**src/rtl/fwd_pkg.sv**
```systemverilog
package fwd_pkg;
  localparam int NPORTS    = 2;
  localparam int PORT_INST = 0;
  localparam int PORT_DATA = 1;

  typedef enum logic [1:0] {
    SLOT_EMPTY = 2'd0,
    SLOT_SEND  = 2'd1,
    SLOT_HELD  = 2'd2
  } slot_state_e;
endpackage

```
**src/rtl/fwd_hold_slot.sv**
```systemverilog
// One-entry sender: offers a packet for a cycle, parks it on refusal,
// re-offers it after the peer's retry pulse.
module fwd_hold_slot
  import fwd_pkg::*;
#(
  parameter int W = 8
) (
  input  logic         clk,
  input  logic         rst,
  input  logic         load,
  input  logic [W-1:0] load_data,
  input  logic         peer_accept,
  input  logic         peer_retry,
  output logic         out_valid,
  output logic [W-1:0] out_data,
  output logic         occupied
);
  slot_state_e st_q;
  logic [W-1:0] data_q;

  always_ff @(posedge clk) begin
    if (rst) begin
      st_q   <= SLOT_EMPTY;
      data_q <= '0;
    end else begin
      case (st_q)
        SLOT_EMPTY: begin
          if (load) begin
            st_q   <= SLOT_SEND;
            data_q <= load_data;
          end
        end
        SLOT_SEND: begin
          if (peer_accept) st_q <= SLOT_EMPTY;
          else             st_q <= SLOT_HELD;
        end
        SLOT_HELD: begin
          if (peer_retry) st_q <= SLOT_SEND;
        end
        default: st_q <= SLOT_EMPTY;
      endcase
    end
  end

  assign out_valid = (st_q == SLOT_SEND);
  assign out_data  = data_q;
  assign occupied  = (st_q != SLOT_EMPTY);
endmodule

```
**src/rtl/fwd_admit.sv**
```systemverilog
// Admission control: busy flag, fixed-priority grant, owed-retry
// bookkeeping and the retry pulses.
module fwd_admit
  import fwd_pkg::*;
#(
  parameter int NP = NPORTS
) (
  input  logic            clk,
  input  logic            rst,
  input  logic [NP-1:0]   req_valid,
  input  logic [NP-1:0]   req_fetch,
  input  logic            mem_rsp_valid,
  input  logic [NP-1:0]   slot_occ,
  output logic [NP-1:0]   req_accept,
  output logic [$clog2(NP)-1:0] grant_idx,
  output logic            any_grant,
  output logic [NP-1:0]   retry,
  output logic            fetch_q
);
  localparam int IDXW = $clog2(NP);

  logic          busy_q;
  logic          free;
  logic [NP-1:0] owed_q;
  logic [NP-1:0] retry_q;
  logic [NP-1:0] refused;
  logic [NP-1:0] issue;

  // A reply frees the forwarder in the cycle it arrives.
  assign free = !busy_q || mem_rsp_valid;

  always_comb begin
    req_accept = '0;
    grant_idx  = '0;
    any_grant  = 1'b0;
    for (int i = 0; i < NP; i++) begin
      if (req_valid[i] && free && !any_grant) begin
        req_accept[i] = 1'b1;
        grant_idx     = IDXW'(i);
        any_grant     = 1'b1;
      end
    end
    refused = req_valid & ~req_accept;
    issue   = {NP{mem_rsp_valid}} & owed_q & ~slot_occ;
  end

  always_ff @(posedge clk) begin
    if (rst) begin
      busy_q  <= 1'b0;
      fetch_q <= 1'b0;
      owed_q  <= '0;
      retry_q <= '0;
    end else begin
      if (any_grant) begin
        busy_q  <= 1'b1;
        fetch_q <= req_fetch[grant_idx];
      end else if (mem_rsp_valid) begin
        busy_q  <= 1'b0;
      end
      retry_q <= issue;
      owed_q  <= refused | (owed_q & ~issue);
    end
  end

  assign retry = retry_q;
endmodule

```
**src/rtl/fwd_two_port.sv**
```systemverilog
module fwd_two_port
  import fwd_pkg::*;
#(
  parameter int ADDR_W = 16,
  parameter int DATA_W = 32
) (
  input  logic                           clk,
  input  logic                           rst,
  input  logic [NPORTS-1:0]              cpu_req_valid,
  input  logic [NPORTS-1:0][ADDR_W-1:0]  cpu_req_addr,
  input  logic [NPORTS-1:0]              cpu_req_we,
  input  logic [NPORTS-1:0][DATA_W-1:0]  cpu_req_wdata,
  input  logic [NPORTS-1:0]              cpu_req_fetch,
  output logic [NPORTS-1:0]              cpu_req_accept,
  output logic [NPORTS-1:0]              cpu_retry,
  output logic [NPORTS-1:0]              cpu_rsp_valid,
  output logic [NPORTS-1:0][DATA_W-1:0]  cpu_rsp_data,
  input  logic [NPORTS-1:0]              cpu_rsp_accept,
  input  logic [NPORTS-1:0]              cpu_rsp_retry,
  output logic                           mem_req_valid,
  output logic [ADDR_W-1:0]              mem_req_addr,
  output logic                           mem_req_we,
  output logic [DATA_W-1:0]              mem_req_wdata,
  output logic                           mem_req_fetch,
  input  logic                           mem_req_accept,
  input  logic                           mem_req_retry,
  input  logic                           mem_rsp_valid,
  input  logic [DATA_W-1:0]              mem_rsp_data
);
  localparam int REQ_W = ADDR_W + DATA_W + 2;
  localparam int IDXW  = $clog2(NPORTS);

  logic [IDXW-1:0]   grant_idx;
  logic              any_grant;
  logic              fetch_q;
  logic [NPORTS-1:0] rsp_load;
  logic [NPORTS-1:0] rsp_occ;
  logic              mem_load;
  logic              mem_occ;
  logic [REQ_W-1:0]  req_pack;
  logic [REQ_W-1:0]  mem_pack;

  fwd_admit #(.NP(NPORTS)) u_admit (
    .clk           (clk),
    .rst           (rst),
    .req_valid     (cpu_req_valid),
    .req_fetch     (cpu_req_fetch),
    .mem_rsp_valid (mem_rsp_valid),
    .slot_occ      (rsp_occ),
    .req_accept    (cpu_req_accept),
    .grant_idx     (grant_idx),
    .any_grant     (any_grant),
    .retry         (cpu_retry),
    .fetch_q       (fetch_q)
  );

  // Forward the granted port's fields unchanged.
  always_comb begin
    req_pack = {cpu_req_addr[grant_idx], cpu_req_we[grant_idx],
                cpu_req_wdata[grant_idx], cpu_req_fetch[grant_idx]};
  end
  assign mem_load = any_grant;

  fwd_hold_slot #(.W(REQ_W)) u_mem_slot (
    .clk         (clk),
    .rst         (rst),
    .load        (mem_load),
    .load_data   (req_pack),
    .peer_accept (mem_req_accept),
    .peer_retry  (mem_req_retry),
    .out_valid   (mem_req_valid),
    .out_data    (mem_pack),
    .occupied    (mem_occ)
  );

  assign {mem_req_addr, mem_req_we, mem_req_wdata, mem_req_fetch} = mem_pack;

  // Reply steering follows the captured fetch flag, not the issuing port.
  for (genvar g = 0; g < NPORTS; g++) begin : g_rsp
    localparam logic ROUTE_FETCH = (g == PORT_INST);
    assign rsp_load[g] = mem_rsp_valid && (fetch_q == ROUTE_FETCH);

    fwd_hold_slot #(.W(DATA_W)) u_rsp_slot (
      .clk         (clk),
      .rst         (rst),
      .load        (rsp_load[g]),
      .load_data   (mem_rsp_data),
      .peer_accept (cpu_rsp_accept[g]),
      .peer_retry  (cpu_rsp_retry[g]),
      .out_valid   (cpu_rsp_valid[g]),
      .out_data    (cpu_rsp_data[g]),
      .occupied    (rsp_occ[g])
    );
  end
endmodule

```
**config.mk**
```make
export PLATFORM = sky130hd
export DESIGN_NAME = fwd_two_port
export DESIGN_NICKNAME = d
export VERILOG_FILES = /design/src/rtl/fwd_pkg.sv /design/src/rtl/fwd_hold_slot.sv /design/src/rtl/fwd_admit.sv /design/src/rtl/fwd_two_port.sv
export SDC_FILE = /design/constraint.sdc
export NUM_CORES = 1
export LEC_CHECK = 0
export BUFFER_PORTS_ARGS = -buffer_cell sky130_fd_sc_hd__buf_2
export CORE_MARGIN = 1.5
export CORE_UTILIZATION = 40
export CTS_BUF_LIST = sky130_fd_sc_hd__clkbuf_4
export CTS_CLUSTER_DIAMETER = 120
export CTS_CLUSTER_SIZE = 24
export DETAILED_ROUTE_END_ITERATION = 10
export GPL_TIMING_DRIVEN = 1
export PLACE_DENSITY = 0.73
export RECOVER_POWER = 25
export SKIP_CTS_REPAIR_TIMING = 1
export SLEW_MARGIN = 40
export SYNTH_ARGS = -nofsm -noshare
export SYNTH_HDL_FRONTEND = slang
export SYNTH_SLANG_ARGS = --single-unit
```
**constraint.sdc**
```tcl
create_clock -name clk -period 2.3 [get_ports clk]
set_input_delay 0.115 -clock clk [delete_from_list [all_inputs] [get_ports clk]]
set_output_delay 0.115 -clock clk [all_outputs]
set_load 0.005 [all_outputs]
```
==> results of run 1 <==
[state kept, by name, summed over array words and instances, names as in the netlist]
name and cells:
g_rsp.u_rsp_slot.out_data 64, g_rsp.u_rsp_slot.st_q 4, u_admit.busy_q 1, u_admit.fetch_q 1, u_admit.owed_q 2, u_admit.retry 2, u_mem_slot.out_data 50, u_mem_slot.st_q 2
[cell usage in the layout (no fill, tap or decap), types with 2 or more instances in the layout]
master	Yosys	layout
sky130_fd_sc_hd__o21ai_0	2	2
sky130_fd_sc_hd__clkbuf_4	0	17
sky130_fd_sc_hd__clkinv_1	1	2
sky130_fd_sc_hd__buf_2	12	231
sky130_fd_sc_hd__nor2_1	11	11
sky130_fd_sc_hd__clkbuf_1	28	31
sky130_fd_sc_hd__buf_4	7	10
sky130_fd_sc_hd__nand2_1	131	131
sky130_fd_sc_hd__bufinv_16	0	4
sky130_fd_sc_hd__dfxtp_1	126	126
sky130_fd_sc_hd__clkinv_2	0	3
sky130_fd_sc_hd__o221a_2	49	49
sky130_fd_sc_hd__o22a_1	49	49
sky130_fd_sc_hd__a22oi_1	4	4
sky130_fd_sc_hd__clkinvlp_4	0	5
sky130_fd_sc_hd__nor3_1	3	3
sky130_fd_sc_hd__inv_6	0	2
sky130_fd_sc_hd__dlygate4sd3_1	0	143
sky130_fd_sc_hd__a21oi_1	69	68
sky130_fd_sc_hd__nor2b_1	4	4
sky130_fd_sc_hd__inv_1	6	6
[worst paths after layout]
path	from	end	slack, ns	cells past startpoint
max	cpu_req_valid[0]	u_mem_slot.out_data[21]	0.33	7
min	cpu_req_addr[14]	u_mem_slot.out_data[48]	0.01	3
max reg2reg	u_mem_slot.st_q[1]	u_mem_slot.out_data[24]	0.62	4
min reg2reg	g_rsp[0].u_rsp_slot.out_data[10]	g_rsp[0].u_rsp_slot.out_data[10]	0.46	2
[power by group]
| group | switching, mW | internal (mW) | total, mW |
|---|---|---|---|
| registers | 0.123 | 2.40 | 2.52 |
| logic | 0.521 | 0.626 | 1.15 |
| clock network | 0.866 | 0.857 | 1.72 |
| total | 1.51 | 3.88 | 5.39 |
[cell type report]
cell class	instances	share of cell area (%)
flip-flops and latches	126	31.5
inverters	7	0.328
repair buffers	416	34.7
well taps	168	2.62
clock inverters	15	2.42
clock buffers	17	1.59
multi-input cells	343	26.8
[per-stage QoR]
stage	cell area, um^2	setup slack [ns]
final	8020	0.325
after global routing	8020	0.303
after CTS	6620	0.669
after detailed placement	6300	0.702
after global placement	6300	0.753
after floorplan	4950	0.936
[critical path, delay by kind of cell]
kind            cells  cell delay (ns)
compound gates      2             0.51
simple gates        1             0.17
buf+inv             4             1.59
[logic make-up (layout without fill, tap and decap cells)]
kind of cell | count (synthesis) | in the layout | synth area share [%]
and+or+nand+nor | 162 | 162 | 13.8
buffers and inverters | 62 | 455 | 6.32
DFF | 126 | 126 | 51.0
muxes | 1 | 1 | 0.202
AOI/OAI and AO/OA | 180 | 180 | 28.7
[layer usage]
layer / track usage (%) / up-vias / share of wire (%)
li1: - / 2671 / -
met1: 22.3 / 2690 / 38
met2: 36.6 / 262 / 50
met3: 8.58 / 59 / 8.4
met4: 9.00 / 0 / 3.7
met5: 0 / - / 0
==> reports/summary.log, run 1 <==
INFO  worst_setup_path crit_path_max_fanout=51
INFO  timing         grt_setup_unrepaired=false
INFO  clock_tree     clock_latency_on_the_worst_skew_pair=0.54ns
INFO  logic_synthesis ys_async_sr_fraction=0%
INFO  worst_setup_path cp_slowest_cell=sky130_fd_sc_hd__dlygate4sd3_1
INFO  logic_synthesis avgSynthCellArea=9.32um^2
INFO  placement      io_buffers=263
INFO  job            max-cap-violations=0
INFO  detailed_routing vias=5,682
INFO  grt            grt_start_max_net_pins=77
INFO  worst_setup_path cp.required=2.73ns
INFO  logic_synthesis synthTopCellsByCount=sky130_fd_sc_hd__nand2_1, sky130_fd_sc_hd__dfxtp_1, sky130_fd_sc_hd__a21oi_1, sky130_fd_sc_hd__o221a_2, sky130_fd_sc_hd__o22a_1
INFO  floorplan      die_x_extent=114um
INFO  logic_synthesis ys_ff_latch=126
INFO  grt            wire_length_of_the_first_global_routing_pass=21.3mm
INFO  floorplan      floorplan.die.height=114um
INFO  status         outcome=completed
INFO  cells_and_area diodes=0
INFO  logic_synthesis synth_area=0.00495mm^2
INFO  logic_synthesis synth-warning-count=0
INFO  timing         finalSetupViolCount=0
INFO  timing         setup_tns=0ns
INFO  worst_setup_path worst_setup_path_start_kind=input pin
INFO  timing         worst_slew_margin_rel=47.1%
INFO  clock_tree     cts_htree_levels=4
INFO  cells_and_area nFillCells=924
INFO  logic_synthesis postSynthCellCount=531
INFO  clock_tree     cts_inserted_buffers=17
INFO  cells_and_area final_cell_count_no_fill=1,092
INFO  timing         hold_viol=0
INFO  cells_and_area multiInputGateArea=0.00215mm^2
INFO  placement      post_place_cells=917
INFO  worst_setup_path worstSetupEndpointType=register
INFO  power_and_ir_drop ir_drop=0.490mV
INFO  cells_and_area final_layout_size_suffix_gt1_share=35.4%
INFO  timing         finClkSkew=0.0105ns
INFO  clock_tree     clock_sinks=126
INFO  detailed_routing drt_first_pass_iters=5
INFO  worst_setup_path timing.critical_path.cells=dlygate4sd3_1 -> buf_2 -> nand2b_2 -> buf_4 -> o221a_2 -> dlygate4sd3_1 -> o22a_1
INFO  floorplan      placement_rows=40
INFO  logic_synthesis number_of_enable_type_register_cells_in_the_synthesized_netlist=0
INFO  floorplan      fp.coreArea=0.0121mm^2
INFO  floorplan      dieArea=0.0130mm^2
INFO  floorplan      io-pin-count=264
INFO  detailed_routing drc_errors=0
INFO  worst_setup_path critical-path-top-cell-by-count=sky130_fd_sc_hd__dlygate4sd3_1
INFO  detailed_routing drtAntennaViolNets=0
INFO  power_and_ir_drop pwr_density_cell=672mW/mm^2
INFO  min_path       hp_class=input pin to register
INFO  placement      place.gp.congestion=0.764
INFO  detailed_routing detail_route.wirelength=17.8mm
INFO  clock_tree     cts_root_buf=sky130_fd_sc_hd__clkbuf_4
INFO  power_and_ir_drop p_leak=3.72nW
INFO  clock_tree     clk_pin_slew_worst_paths=0.12ns
INFO  timing         post-route-min-period=1.97ns
INFO  placement      dpl.hpwl=9.89mm
INFO  grt            first_global_vias=4,499
INFO  grt            globalRouteTotalUtil=21.0%
INFO  grt            grt_remaining_overflow=0
INFO  detailed_routing avgViaCountPerCell=5.20
INFO  cells_and_area fin_util=66.5%
INFO  timing         final.period_utilization=85.9%
INFO  detailed_routing drt-wirelength-per-cell=16.3um
INFO  logic_synthesis syn_nets=674
INFO  worst_setup_path cp.arrival=2.41ns
INFO  logic_synthesis yosys.cell_count.top_type=sky130_fd_sc_hd__nand2_1
INFO  clock_tree     tritoncts=yes
INFO  floorplan      initial_core_util=41.0%
INFO  logic_synthesis netlist_top_cells_area=sky130_fd_sc_hd__dfxtp_1, sky130_fd_sc_hd__o221a_2, sky130_fd_sc_hd__nand2_1
INFO  cells_and_area syn2layout_area_growth=62.0%
INFO  worst_setup_path slowest_delay=0.59ns
INFO  logic_synthesis synth.largest_area_cell=sky130_fd_sc_hd__dfxtp_1
INFO  cells_and_area area.sequential=0.00252mm^2
INFO  logic_synthesis synth_top_area_share=51.0%
INFO  worst_setup_path criticalPathCategory=input pin to register
INFO  timing         drv_slew=0
INFO  logic_synthesis yosys.cell_types.count=37
INFO  logic_synthesis synth-main-ff-cell=sky130_fd_sc_hd__dfxtp_1
INFO  timing         max_clock_freq=506MHz
INFO  logic_synthesis synth.yosys.seq_area_share=51.0%
INFO  power_and_ir_drop totalPowerFinal=5.39mW
INFO  clock_tree     clockBufferDepth=2
INFO  grt            antenna_violations_before_repair=0
INFO  cells_and_area number_of_nets_at_the_end_of_the_flow=1,054
INFO  timing         final.hold.worst_slack=0.0101ns
INFO  detailed_routing drt_first_iter_violations=445
INFO  timing         worst_slew_pin_slew=0.793ns
(Power assumes the default switching activity.)
==> run 2, diff against run 1 <==
--- a/config.mk
+++ b/config.mk
@@ -8,12 +8,11 @@
 export BUFFER_PORTS_ARGS = -buffer_cell sky130_fd_sc_hd__buf_2
 export CORE_MARGIN = 1.5
 export CORE_UTILIZATION = 40
-export CTS_BUF_LIST = sky130_fd_sc_hd__clkbuf_4
 export CTS_CLUSTER_DIAMETER = 120
 export CTS_CLUSTER_SIZE = 24
 export DETAILED_ROUTE_END_ITERATION = 10
 export GPL_TIMING_DRIVEN = 1
-export PLACE_DENSITY = 0.73
+export PLACE_DENSITY = 0.75
 export RECOVER_POWER = 25
 export SKIP_CTS_REPAIR_TIMING = 1
 export SLEW_MARGIN = 40
==> constraint.sdc (replaced) <==
create_clock -name clk -period 1.65 [get_ports clk]
set_input_delay 0.0825 -clock clk [delete_from_list [all_inputs] [get_ports clk]]
set_output_delay 0.0825 -clock clk [all_outputs]
set_load 0.005 [all_outputs]
==> reports/summary.log, run 2 (synthesis results as in run 1) <==
INFO  worst_setup_path cp.arrival=1.38ns
INFO  cells_and_area number_of_nets_at_the_end_of_the_flow=953
INFO  grt            first_global_vias=4,608
INFO  detailed_routing drtAntennaViolNets=0
INFO  power_and_ir_drop pwr_density_cell=1130mW/mm^2
INFO  timing         finClkSkew=0.00977ns
INFO  cells_and_area largest_register_ffs=64
INFO  power_and_ir_drop net-switching-power=2.06mW
INFO  worst_setup_path r2r_slack=0.22ns
INFO  timing         finalSetupViolCount=0
INFO  floorplan      fp.coreArea=0.0121mm^2
INFO  timing         drv_slew=0
INFO  cells_and_area area.sequential=0.00252mm^2
INFO  timing         worst_slew_margin_rel=48.0%
INFO  worst_setup_path r2r_cells=4
INFO  placement      io_buffers=263
INFO  cells_and_area multiInputGateArea=0.00215mm^2
INFO  placement      dpl.hpwl=10.4mm
INFO  timing         hold_viol=0
INFO  floorplan      initial_core_util=41.0%
INFO  clock_tree     cts_htree_levels=4
INFO  job            max-cap-violations=0
INFO  min_path       timing.hold.worst.start=cpu_rsp_retry[0]
INFO  cells_and_area final_common_cell=sky130_fd_sc_hd__buf_2
INFO  timing         grt_setup_unrepaired=false
INFO  min_path       hp_class=input pin to register
INFO  cells_and_area final_layout_size_suffix_gt1_share=41.1%
INFO  cells_and_area diodes=0
INFO  floorplan      placement_rows=40
INFO  grt            antenna_violations_before_repair=0
INFO  timing         post-route-min-period=1.46ns
INFO  clock_tree     cts_inserted_buffers=17
INFO  min_path       whs_path_depth=3
INFO  status         outcome=completed
INFO  clock_tree     clk_pin_slew_worst_paths=0.05ns
INFO  timing         setup_tns=0ns
INFO  floorplan      io-pin-count=264
INFO  clock_tree     clockBufferDepth=2
INFO  power_and_ir_drop power.internal=6.18mW
INFO  grt            globalRouteTotalUtil=21.5%
INFO  grt            grt_remaining_overflow=0
INFO  detailed_routing drt_first_pass_iters=5
INFO  floorplan      dieArea=0.0130mm^2
INFO  detailed_routing avgViaCountPerCell=5.19
INFO  grt            wire_length_of_the_first_global_routing_pass=22.1mm
INFO  worst_setup_path worstSetupEndpointType=output port
INFO  cells_and_area nFillCells=994
INFO  worst_setup_path cp.required=1.57ns
INFO  detailed_routing drt-wirelength-per-cell=15.4um
INFO  detailed_routing drt_first_iter_violations=284
INFO  worst_setup_path criticalPathCategory=register to output port
INFO  power_and_ir_drop power.sequential.fraction=42.5%
INFO  clock_tree     tritoncts=yes
INFO  worst_setup_path worstReg2RegEnd=g_rsp[1].u_rsp_slot.out_data[30]
INFO  power_and_ir_drop p_leak=3.41nW
INFO  worst_setup_path worst_setup_path_start_kind=register
INFO  worst_setup_path rr_startpoint=g_rsp[1].u_rsp_slot.st_q[1]
INFO  min_path       worstHoldEndpoint=g_rsp[0].u_rsp_slot.st_q[0]
INFO  floorplan      die_x_extent=114um
INFO  cells_and_area syn2layout_area_growth=47.1%
INFO  detailed_routing detail_route.wirelength=15.2mm
INFO  timing         final.period_utilization=88.6%
INFO  power_and_ir_drop ir_drop=0.441mV
INFO  power_and_ir_drop power.share.clock=40.4%
INFO  clock_tree     clock_latency_on_the_worst_skew_pair=0.40ns
INFO  floorplan      floorplan.die.height=114um
INFO  placement      place.gp.congestion=0.795
INFO  timing         max_clock_freq=684MHz
INFO  worst_setup_path crit_path_max_fanout=6
INFO  power_and_ir_drop totalPowerFinal=8.24mW
INFO  power_and_ir_drop swShare=25.1%
INFO  timing         worst_slew_pin_slew=0.781ns
INFO  power_and_ir_drop p_comb_share=17.1%
INFO  clock_tree     clock_sinks=126
INFO  cells_and_area most-common-layout-cells=sky130_fd_sc_hd__buf_2, sky130_fd_sc_hd__nand2_1, sky130_fd_sc_hd__dfxtp_1
INFO  clock_tree     cts_root_buf=sky130_fd_sc_hd__clkbuf_16
INFO  grt            grt_start_max_net_pins=77
INFO  detailed_routing drc_errors=0
INFO  detailed_routing vias=5,127
run 2: cell count changes in the layout (fill, tap and decap cells not counted), sizes merged:
cell	delta
buf	+13
clkbuf	-1
clkinvlp	-3
bufinv	-3
dlygate4sd3	-110
inv	-2
clkinv	+1
run 2: worst max-delay path by stage:
stage / slack (ns) / start / endpoint
3_5_place_dp: 0.23 / g_rsp[1].u_rsp_slot.st_q[1] / g_rsp[1].u_rsp_slot.out_data[13]
6_report: 0.19 / u_admit.busy_q / cpu_req_accept[1]
5_1_grt: 0.10 / u_admit.busy_q / cpu_req_accept[1]
4_1_cts: 0.22 / g_rsp[1].u_rsp_slot.st_q[1] / g_rsp[1].u_rsp_slot.out_data[13]
2_1_floorplan: 0.29 / g_rsp[1].u_rsp_slot.st_q[1] / g_rsp[1].u_rsp_slot.out_data[14]
3_3_place_gp: -0.08 / u_admit.busy_q / u_mem_slot.out_data[26]
run 2: through the flow:
step	cells	hold WS [ns]	instance area [um^2]	setup slack, ns	util (%)
finish	987	0.00369	7280	0.189	60.4
global route	987	0.0322	7280	0.102	60.4
CTS	954	-0.0824	6990	0.218	57.9
detailed placement	926	0.341	6460	0.231	53.6
global placement	924	0.338	6430	-0.0815	53.3
floorplan	531	0.218	4950	0.286	-
run 2: final cells by class:
class | instances | area share [%]
sequential | 126 | 34.6
inverter | 7 | 0.361
timing repair buffer | 315 | 25.3
clock buffer | 20 | 6.27
multi-input combinational | 343 | 29.6
clock inverter | 8 | 0.962
tap | 168 | 2.89
run 2: routing by layer:
layer	global-route usage (%)	vias up	routed length [um]
li1	-	2467	-
met1	23.6	2389	6000
met2	39.0	233	7630
met3	5.72	38	1090
met4	9.58	0	479
met5	0	-	0
run 2: worst max-delay path, stage by stage, from the launching register on:
cell and delay, ns:
sky130_fd_sc_hd__dfxtp_1 0.32, sky130_fd_sc_hd__nand2b_1 0.13, sky130_fd_sc_hd__clkbuf_1 0.23, sky130_fd_sc_hd__and3_1 0.19, sky130_fd_sc_hd__buf_2 0.11
run 2: power by group through the flow:
stage          clock (mW)  combinational, mW  sequential, mW
2_1_floorplan           0              0.667            3.58
3_3_place_gp            0               1.31            3.55
3_5_place_dp            0               1.37            3.56
4_1_cts              3.40               1.37            3.50
5_1_grt              3.53               1.53            3.54
6_report             3.33               1.41            3.50
